$ cat config.mk
export PLATFORM = sky130hd
export DESIGN_NAME = dbnc_irq_bank
export DESIGN_NICKNAME = d
export VERILOG_FILES = /design/src/rtl/dbnc_pkg.sv /design/src/rtl/dbnc_sync.sv /design/src/rtl/dbnc_filter.sv /design/src/rtl/dbnc_event.sv /design/src/rtl/dbnc_csr.sv /design/src/rtl/dbnc_irq_bank.sv
export SDC_FILE = /design/constraint.sdc
export NUM_CORES = 1
export LEC_CHECK = 0
export ABC_AREA = 1
export BUFFER_PORTS_ARGS = -buffer_cell sky130_fd_sc_hd__buf_2
export CAP_MARGIN = 20
export CORE_MARGIN = 3
export CORE_UTILIZATION = 56
export DETAILED_ROUTE_END_ITERATION = 16
export PLACE_DENSITY = 0.82
export SKIP_LAST_GASP = 1
export SLEW_MARGIN = 10
export SYNTH_ARGS = -nofsm -noshare
export SYNTH_HDL_FRONTEND = slang
export SYNTH_SLANG_ARGS = --single-unit
export TNS_END_PERCENT = 30
$ cat constraint.sdc
create_clock -name clk -period 7.9 [get_ports clk]
set_clock_uncertainty 0.15 [all_clocks]
set_input_delay 1.185 -clock clk [delete_from_list [all_inputs] [get_ports clk]]
set_output_delay 1.185 -clock clk [all_outputs]
set_load 0.1 [all_outputs]
$ cat src/rtl/dbnc_pkg.sv
package dbnc_pkg;

  // Width of the debounce field inside each timing word.
  localparam int DBNC_W      = 12;
  // Depth of the input synchronizer.
  localparam int SYNC_STAGES = 2;

  // Byte offsets of the register words.
  localparam int OFS_LEVEL = 'h00;
  localparam int OFS_DEN   = 'h04;
  localparam int OFS_POL   = 'h14;
  localparam int OFS_IEN   = 'h18;
  localparam int OFS_RAW   = 'h1C;
  localparam int OFS_MSK   = 'h20;
  localparam int OFS_CLR   = 'h24;
  localparam int OFS_ARM   = 'h28;
  localparam int OFS_TIME  = 'h40;

  // Number of ticks a changed input must persist; a zero field counts as one.
  function automatic logic [DBNC_W:0] dbnc_limit(input logic [DBNC_W-1:0] field);
    return (field == '0) ? (DBNC_W+1)'(1) : {1'b0, field};
  endfunction

endpackage

$ cat src/rtl/dbnc_sync.sv
module dbnc_sync #(
  parameter int STAGES = 2
) (
  input  logic clk,
  input  logic rst_n,
  input  logic d,
  output logic q
);

  logic [STAGES-1:0] chain_q;

  always_ff @(posedge clk or negedge rst_n) begin
    if (!rst_n) chain_q <= '0;
    else        chain_q <= {chain_q[STAGES-2:0], d};
  end

  assign q = chain_q[STAGES-1];

endmodule

$ cat src/rtl/dbnc_filter.sv
module dbnc_filter
  import dbnc_pkg::*;
(
  input  logic              clk,
  input  logic              rst_n,
  input  logic              hold,
  input  logic              tick,
  input  logic              pin,
  input  logic [DBNC_W-1:0] limit_field,
  output logic              level
);

  logic              pin_s;
  logic              level_q;
  logic [DBNC_W-1:0] cnt_q;
  logic [DBNC_W:0]   need;
  logic              differs;
  logic              reached;

  dbnc_sync #(.STAGES(SYNC_STAGES)) u_sync (
    .clk  (clk),
    .rst_n(rst_n),
    .d    (pin),
    .q    (pin_s)
  );

  assign need    = dbnc_limit(limit_field);
  assign differs = pin_s ^ level_q;
  assign reached = ({1'b0, cnt_q} + 1'b1) >= need;

  always_ff @(posedge clk or negedge rst_n) begin
    if (!rst_n) begin
      level_q <= 1'b0;
      cnt_q   <= '0;
    end else if (hold) begin
      level_q <= 1'b0;
      cnt_q   <= '0;
    end else if (!differs) begin
      cnt_q <= '0;
    end else if (tick) begin
      if (reached) begin
        level_q <= pin_s;
        cnt_q   <= '0;
      end else begin
        cnt_q <= cnt_q + 1'b1;
      end
    end
  end

  assign level = level_q;

  // an enabled filter only moves its level on a tick pulse
  p_move_on_tick_r2: assert property (@(posedge clk) disable iff (!rst_n)
    (!$past(hold) && (level_q != $past(level_q))) |-> $past(tick));

  // a held (disabled) filter reports a low level
  p_hold_clears_r3: assert property (@(posedge clk) disable iff (!rst_n)
    hold |=> !level_q);

endmodule

$ cat src/rtl/dbnc_event.sv
module dbnc_event (
  input  logic clk,
  input  logic rst_n,
  input  logic match,
  input  logic clr,
  input  logic arm,
  output logic raw
);

  logic raw_q;
  logic spent_q;
  logic allow;

  assign allow = !arm || !spent_q;

  always_ff @(posedge clk or negedge rst_n) begin
    if (!rst_n) begin
      raw_q   <= 1'b0;
      spent_q <= 1'b0;
    end else begin
      raw_q   <= (raw_q & ~clr) | (match & allow);
      spent_q <= arm & (spent_q | match);
    end
  end

  assign raw = raw_q;

  // status only rises after the level condition held
  p_needs_match_r4: assert property (@(posedge clk) disable iff (!rst_n)
    $rose(raw_q) |-> $past(match));

  // a clear with no active condition empties the status bit
  p_clear_r5: assert property (@(posedge clk) disable iff (!rst_n)
    (clr && !match) |=> !raw_q);

  // once an armed event is spent, no new rise until re-armed
  p_one_shot_r7: assert property (@(posedge clk) disable iff (!rst_n)
    (arm && spent_q) |=> !$rose(raw_q));

endmodule

$ cat src/rtl/dbnc_csr.sv
module dbnc_csr
  import dbnc_pkg::*;
#(
  parameter int NCH = 8,
  parameter int AW  = 8,
  parameter int DW  = 32
) (
  input  logic                         clk,
  input  logic                         rst_n,
  input  logic                         bus_en,
  input  logic                         bus_we,
  input  logic [AW-1:0]                bus_addr,
  input  logic [DW-1:0]                bus_wdata,
  output logic [DW-1:0]                bus_rdata,
  input  logic [NCH-1:0]               level,
  input  logic [NCH-1:0]               raw,
  output logic [NCH-1:0]               den,
  output logic [NCH-1:0]               pol,
  output logic [NCH-1:0]               ien,
  output logic [NCH-1:0]               arm,
  output logic [NCH-1:0]               clr_pulse,
  output logic [NCH-1:0][DBNC_W-1:0]   time_field
);

  logic          wr_en;
  logic          rd_en;
  logic [NCH-1:0] time_hit;
  logic [DW-1:0] time_r [NCH];

  assign wr_en = bus_en & bus_we;
  assign rd_en = bus_en & ~bus_we;

  function automatic logic hit(input logic [AW-1:0] a, input int ofs);
    return a == AW'(ofs);
  endfunction

  generate
    for (genvar i = 0; i < NCH; i++) begin : g_time
      assign time_hit[i] = hit(bus_addr, OFS_TIME + 4*i);

      always_ff @(posedge clk or negedge rst_n) begin
        if (!rst_n)                     time_r[i] <= '0;
        else if (wr_en && time_hit[i])  time_r[i] <= bus_wdata;
      end

      assign time_field[i] = time_r[i][DBNC_W-1:0];
    end
  endgenerate

  always_ff @(posedge clk or negedge rst_n) begin
    if (!rst_n) begin
      den <= '0;
      pol <= '0;
      ien <= '0;
      arm <= '0;
    end else if (wr_en) begin
      if (hit(bus_addr, OFS_DEN)) den <= bus_wdata[NCH-1:0];
      if (hit(bus_addr, OFS_POL)) pol <= bus_wdata[NCH-1:0];
      if (hit(bus_addr, OFS_IEN)) ien <= bus_wdata[NCH-1:0];
      if (hit(bus_addr, OFS_ARM)) arm <= bus_wdata[NCH-1:0];
    end
  end

  assign clr_pulse = (wr_en && hit(bus_addr, OFS_CLR)) ? bus_wdata[NCH-1:0] : '0;

  always_comb begin
    bus_rdata = '0;
    if (rd_en) begin
      if (hit(bus_addr, OFS_LEVEL))    bus_rdata = DW'(level & den);
      else if (hit(bus_addr, OFS_DEN)) bus_rdata = DW'(den);
      else if (hit(bus_addr, OFS_POL)) bus_rdata = DW'(pol);
      else if (hit(bus_addr, OFS_IEN)) bus_rdata = DW'(ien);
      else if (hit(bus_addr, OFS_RAW)) bus_rdata = DW'(raw);
      else if (hit(bus_addr, OFS_MSK)) bus_rdata = DW'(raw & ien);
      else if (hit(bus_addr, OFS_ARM)) bus_rdata = DW'(arm);
      for (int i = 0; i < NCH; i++) begin
        if (time_hit[i]) bus_rdata = time_r[i];
      end
    end
  end

  // configuration only moves on a bus write
  p_cfg_quiet_r10: assert property (@(posedge clk) disable iff (!rst_n)
    !wr_en |=> ($stable(den) && $stable(pol) && $stable(ien) && $stable(arm)));

endmodule

$ cat src/rtl/dbnc_irq_bank.sv
module dbnc_irq_bank
  import dbnc_pkg::*;
#(
  parameter int NCH = 8,
  parameter int AW  = 8,
  parameter int DW  = 32
) (
  input  logic           clk,
  input  logic           rst_n,
  input  logic           tick_1khz,
  input  logic [NCH-1:0] pins_in,
  input  logic           bus_en,
  input  logic           bus_we,
  input  logic [AW-1:0]  bus_addr,
  input  logic [DW-1:0]  bus_wdata,
  output logic [DW-1:0]  bus_rdata,
  output logic           irq_out
);

  logic [NCH-1:0]             level;
  logic [NCH-1:0]             raw;
  logic [NCH-1:0]             den;
  logic [NCH-1:0]             pol;
  logic [NCH-1:0]             ien;
  logic [NCH-1:0]             arm;
  logic [NCH-1:0]             clr_pulse;
  logic [NCH-1:0]             match;
  logic [NCH-1:0][DBNC_W-1:0] time_field;

  dbnc_csr #(.NCH(NCH), .AW(AW), .DW(DW)) u_csr (
    .clk       (clk),
    .rst_n     (rst_n),
    .bus_en    (bus_en),
    .bus_we    (bus_we),
    .bus_addr  (bus_addr),
    .bus_wdata (bus_wdata),
    .bus_rdata (bus_rdata),
    .level     (level),
    .raw       (raw),
    .den       (den),
    .pol       (pol),
    .ien       (ien),
    .arm       (arm),
    .clr_pulse (clr_pulse),
    .time_field(time_field)
  );

  generate
    for (genvar i = 0; i < NCH; i++) begin : g_ch
      dbnc_filter u_filter (
        .clk        (clk),
        .rst_n      (rst_n),
        .hold       (~den[i]),
        .tick       (tick_1khz),
        .pin        (pins_in[i]),
        .limit_field(time_field[i]),
        .level      (level[i])
      );

      assign match[i] = den[i] & (level[i] == pol[i]);

      dbnc_event u_event (
        .clk  (clk),
        .rst_n(rst_n),
        .match(match[i]),
        .clr  (clr_pulse[i]),
        .arm  (arm[i]),
        .raw  (raw[i])
      );
    end
  endgenerate

  assign irq_out = |(raw & ien);

endmodule

==> results.ini, run 1 <==
[synthesis]
syn_area_um2=22800
async_flop_share=1.00
synth.area.top_cells=dfrtp_1 (47%), nand2_1 (14%), o21ai_0 (9.5%)
synth_top_area_cell=dfrtp_1
syn_nets=3039
synth_cell_types=43
synthDominantCellAreaShare=0.466
synth_edf_count=0
synth_cells=2882
avgSynthCellArea_um2=7.90
yosysSeqAreaShare=0.466
synth_ff_type=dfrtp_1
yosysWarnings=0
ys_seq_elements=424

[setup_path]
cp.required_ps=6570
start_kind=input pin
crit_type=input pin to output pin
worst-path-max-fanout=29
cp-end-kind=output pin
cp.arrival_ps=3900

[timing]
setup_ws_ps=2670
setup-tns-final_ps=0
slew_headroom=0.276
tightest_slew_ps=1090
drv_slew=0
fmax_mhz=191
rsz0062_at_grt=false
hold_violations=0
min_period_over_period=0.662
whs_ps=200
setup_viol=0
period_minus_slack_ps=5230

[final_layout]
diodes=0
multiInputGateArea_um2=10600
fin_cells=3485
layout_common_cells=nand2_1 (855), o21ai_0 (434), dfrtp_1 (424)
final_common_cell=nand2_1
fin_nets=3080
area_growth_pct=11.3
nFillCells=3251
drive_gt1_frac=0.0818
seq_area_um2=10600

[clocking]
clk_pin_slew_worst_paths_ps=60
cts_tree=done
numCtsBuffers=45
ctsHtreeMaxLevel=2
root_buffer=clkbuf_16
hold_buffers=0
insertion_delay_ps=610
ctsResizeCount=0
cts_buffer_depth=3
cts_sinks=424
post_cts_buffers=0

[pwr]
ir_drop_mv=0.288
pwr_density_cell_nw_per_um2=191
p_leak_nw=12.4

[detailed_routing]
drt-initial-drc-count=2197
viasPerCell=5.92
wl_per_cell_um=18.8
vias=20600
ant_nets=0
wirelength_mm=65.4
post-route-drc-count=0
drt_first_pass_iters=6

[run]
cap_viol_max_count=0

[global_routing]
grt_first_pass_wirelength_mm=105
antenna_found_initial=0
grt_pass1_vias=19800
grt_max_degree=138
grt_use_total=0.300
grt_overflow=0

[floorplan]
rows=73
num_io_pins=86
core_um2=39900
die_y_um=208
die_w_um=208
fp.dieArea_um2=43100
start_util=0.571

[min_path]
hp-class=register to register

[placement]
dpl.hpwl_mm=44.3
preCtsSetupSlack_ps=2730
portBuffers=85
dp.cells=3393
place_congestion=1.09

[status]
status=finished, final reports clean

==> worst paths after layout <==
check | from | to | slack, ps | depth (start not counted)
worst max-delay path | bus_addr[0] | bus_rdata[1] | 2670 | 13
worst min-delay path | g_ch[7].u_filter.u_sync.chain_q[0] | g_ch[7].u_filter.u_sync.chain_q[1] | 200 | 0
worst max register to register | g_ch[3].u_filter.cnt_q[0] | g_ch[3].u_filter.level | 4370 | 17
worst min register to register | g_ch[7].u_filter.u_sync.chain_q[0] | g_ch[7].u_filter.u_sync.chain_q[1] | 200 | 0
max in group asynchronous | rst_n | g_ch[7].u_filter.u_sync.chain_q[0] | 5960 | 2
min in group asynchronous | rst_n | g_ch[1].u_filter.cnt_q[9] | 450 | 1
==> synthesized netlist by cell type (2+ instances only) <==
cell type,n
o22ai_1,6
nand2_1,861
a41o_1,7
buf_2,11
inv_1,302
o221ai_1,4
inv_2,5
clkbuf_1,100
buf_6,2
o211ai_1,29
nand3_1,74
o21ai_1,7
nor3_2,2
nand4_1,81
nor4_1,14
o2111ai_1,4
and3_1,2
o21bai_1,2
nand3b_1,14
o21ai_0,434
nand4_2,3
a211oi_1,5
a221oi_1,17
buf_4,3
nor2_1,126
xor2_1,46
nor2_2,8
dfrtp_1,424
xnor2_1,32
a21oi_1,103
nand2_2,5
ha_1,104
o21ai_2,10
clkinv_1,2
or2_2,5
nor3_1,20
nor2_4,2
==> metal layers <==
| layer | up-vias | routed length [um] | share of wire | global-route usage |
|---|---|---|---|---|
| met2 | 958 | 29900 | 0.46 | 0.475 |
| li1 | 9591 | - | - | - |
| met5 | - | 0 | 0 | 0 |
| met4 | 0 | 3700 | 0.057 | 0.160 |
| met1 | 9862 | 26500 | 0.40 | 0.401 |
| met3 | 210 | 5280 | 0.081 | 0.0462 |
==> worst max-delay path, stage by stage <==
cell and delay, ps:
buf_2 100, inv_1 40, nand2_1 140, nor2_2 390
nand2_2 240, inv_2 550, a21oi_1 170, nand3_1 120
nand2_1 80, nand4_1 110, nand2_1 60, a21oi_1 220
buf_2 480
==> power by group <==
part	internal [mW]	switching [mW]	leakage, nW
combinational	0.0893	0.205	5.76
sequential	2.22	0.0405	5.82
clock	1.36	0.941	0.785
==> flip-flops by register name, indices dropped and copies added, names as in the netlist <==
| name | count |
|---|---|
| u_csr.den | 8 |
| g_ch.u_event.raw | 8 |
| g_ch.u_event.spent_q | 8 |
| u_csr.time_field | 96 |
| u_csr.ien | 8 |
| u_csr.arm | 8 |
| g_ch.u_filter.level | 8 |
| u_csr.time_r | 160 |
| g_ch.u_filter.cnt_q | 96 |
| u_csr.pol | 8 |
| g_ch.u_filter.u_sync.chain_q | 16 |
==> layout make-up <==
type,instances,share of cell area
Clock buffer,58,0.0491
Clock inverter,26,0.0145
Inverter,309,0.0458
Multi-Input combinational cell,2033,0.417
Sequential cell,424,0.419
Tap cell,525,0.0259
Timing Repair Buffer,110,0.0292
==> logic make-up (layout without fill, tap and decap cells) <==
group,after synthesis,count (layout),share of synthesized area
compound gates,631,631,0.151
xor+xnor,78,78,0.0300
fa+ha+maj,104,104,0.0571
buf+inv,425,503,0.0718
flops,424,424,0.466
simple gates,1220,1220,0.225
==> per-stage QoR <==
stage,power (mW),util,cell area [um^2]
3_5_place_dp,2.58,0.590,23600
4_1_cts,4.87,0.631,25200
2_1_floorplan,2.45,-,22800
5_1_grt,5.01,0.635,25300
6_report,4.85,0.635,25300
3_3_place_gp,2.57,0.590,23500
Power figures use the tool's default switching activity.
==> inputs of run 2 (changes only) <==
PLACE_DENSITY = 0.85   (was 0.82)
clock period = 4.57 ns   (was 7.9 ns; I/O delays follow)
==> results.ini, run 2 (synthesized netlist as in run 1, its figures left out) <==
[status]
status=finished, final reports clean

[timing]
whs_ps=44.2  ; -156 ps
hold_violations=0  ; unchanged
period_minus_slack_ps=4210
min_period_over_period=0.921
fmax_mhz=238
tightest_slew_ps=1120  ; +29.4 ps
setup_viol=0  ; unchanged
setup-tns-final_ps=0  ; unchanged
drv_slew=0  ; unchanged
setup_ws_ps=362  ; -2310 ps
slew_headroom=0.256  ; -0.0196
rsz0062_at_grt=false

[floorplan]
core_um2=39900  ; unchanged
start_util=0.571  ; unchanged
rows=73  ; unchanged
die_w_um=208  ; unchanged
fp.dieArea_um2=43100  ; unchanged
num_io_pins=86  ; unchanged
die_y_um=208  ; unchanged

[setup_path]
cp.arrival_ps=3370  ; -530 ps
slowest_stage=buf_2
start_kind=input pin
cp-end-kind=output pin
critPathTopFamily=buffers and inverters
path_common_cell=nand2_1
cpPeakStageDelay_ps=490  ; -60 ps
cp_cell_sequence=buf_2, inv_1, nand2_1, nor2_1, nand2_1, inv_2, a21oi_1, nand3_1, nand2_1, nand4_1, nand2_1, a21oi_1, buf_2
worst-path-max-fanout=24  ; -17%
crit_type=input pin to output pin
cp.required_ps=3730  ; -2840 ps
cp_num_buf_inv=4  ; unchanged

[global_routing]
grt_overflow=0  ; unchanged
grt_use_total=0.300  ; about the same
antenna_found_initial=0  ; unchanged
grt_first_pass_wirelength_mm=106  ; +0.46%
grt_pass1_vias=20300  ; +2.6%
grt_max_degree=112  ; -19%

[detailed_routing]
viasPerCell=5.95  ; +0.63%
vias=20800  ; +0.72%
post-route-drc-count=0  ; unchanged
drt-initial-drc-count=2222  ; +1.1%
ant_nets=0  ; unchanged
drt_first_pass_iters=6  ; unchanged
wirelength_mm=65.3  ; -0.17%
wl_per_cell_um=18.7  ; -0.25%

[clocking]
insertion_delay_ps=620  ; about the same
numCtsBuffers=45  ; unchanged
root_buffer=clkbuf_16
cts_buffer_depth=3  ; unchanged
ctsResizeCount=0  ; unchanged
ctsHtreeMaxLevel=2  ; unchanged
clk_pin_slew_worst_paths_ps=60  ; about the same
cts_sinks=424  ; unchanged
cts_tree=done

[final_layout]
drive_gt1_frac=0.0834  ; +0.00160
fin_cells=3488  ; +0.086%
fin_area_um2=25500  ; +0.55%
largest_reg_flops=160  ; unchanged
area_growth_pct=11.9
diodes=0  ; unchanged
layout_common_cells=nand2_1 (855), o21ai_0 (434), dfrtp_1 (424)
final_common_cell=nand2_1
top_register=u_csr.time_r
fin_nets=3086  ; +0.19%

[placement]
preCtsSetupSlack_ps=506  ; -2230 ps
portBuffers=85  ; unchanged
dpl.hpwl_mm=45.1  ; +1.9%
dp.cells=3400  ; +0.21%
place_congestion=0.999  ; -8.4%
placed_area_um2=23700  ; +0.44%

[run]
cap_viol_max_count=0  ; unchanged

[pwr]
pwr_density_cell_nw_per_um2=333  ; +74%
ir_drop_mv=0.430  ; +49%
p_leak_nw=12.4  ; +0.49%

[min_path]
hp-class=input pin to register

[run 2: final timing paths]
kind,startpoint,to,slack [ps],cells past startpoint
min in group asynchronous,rst_n,g_ch[2].u_filter.u_sync.chain_q[0],550,2
max in group asynchronous,rst_n,g_ch[3].u_filter.u_sync.chain_q[0],2580,3
hold / removal,pins_in[5],g_ch[5].u_filter.u_sync.chain_q[0],40,1
setup / recovery,bus_addr[4],bus_rdata[2],360,13
setup reg to reg,g_ch[6].u_filter.cnt_q[0],g_ch[6].u_filter.level,1130,17
hold reg to reg,g_ch[5].u_filter.u_sync.chain_q[0],g_ch[5].u_filter.u_sync.chain_q[1],200,0
[run 2: power by group]
group          switching [mW]  leakage [nW]  internal [mW]
logic                   0.354          5.77          0.156
registers              0.0698          5.82           3.83
clock network            1.61         0.830           2.47
[run 2: final cells by class]
cell class / count / area, um^2
Fill cell: 3244 / 14400
Sequential cell: 424 / 10600
Multi-Input combinational cell: 2033 / 10600
Clock buffer: 63 / 1340
Inverter: 309 / 1160
Timing Repair Buffer: 116 / 808
Tap cell: 525 / 657
Clock inverter: 18 / 340
[run 2: what timing repair did]
action,in CTS,in global routing
hold buffers,2,0
setup buffers,0,0
hold endpoints to repair,6,0
[run 2: layer usage]
metal / part of all wire / global-route usage
met4: 0.050 / 0.144
met3: 0.084 / 0.0511
met5: 0 / 0
met2: 0.47 / 0.485
met1: 0.40 / 0.395
[run 2: metrics by stage]
| step | total power, mW | utilization |
|---|---|---|
| 2_1_floorplan | 4.23 | - |
| 3_3_place_gp | 4.45 | 0.592 |
| 4_1_cts | 8.52 | 0.636 |
| 3_5_place_dp | 4.47 | 0.593 |
| 6_report | 8.49 | 0.639 |
| 5_1_grt | 8.76 | 0.639 |
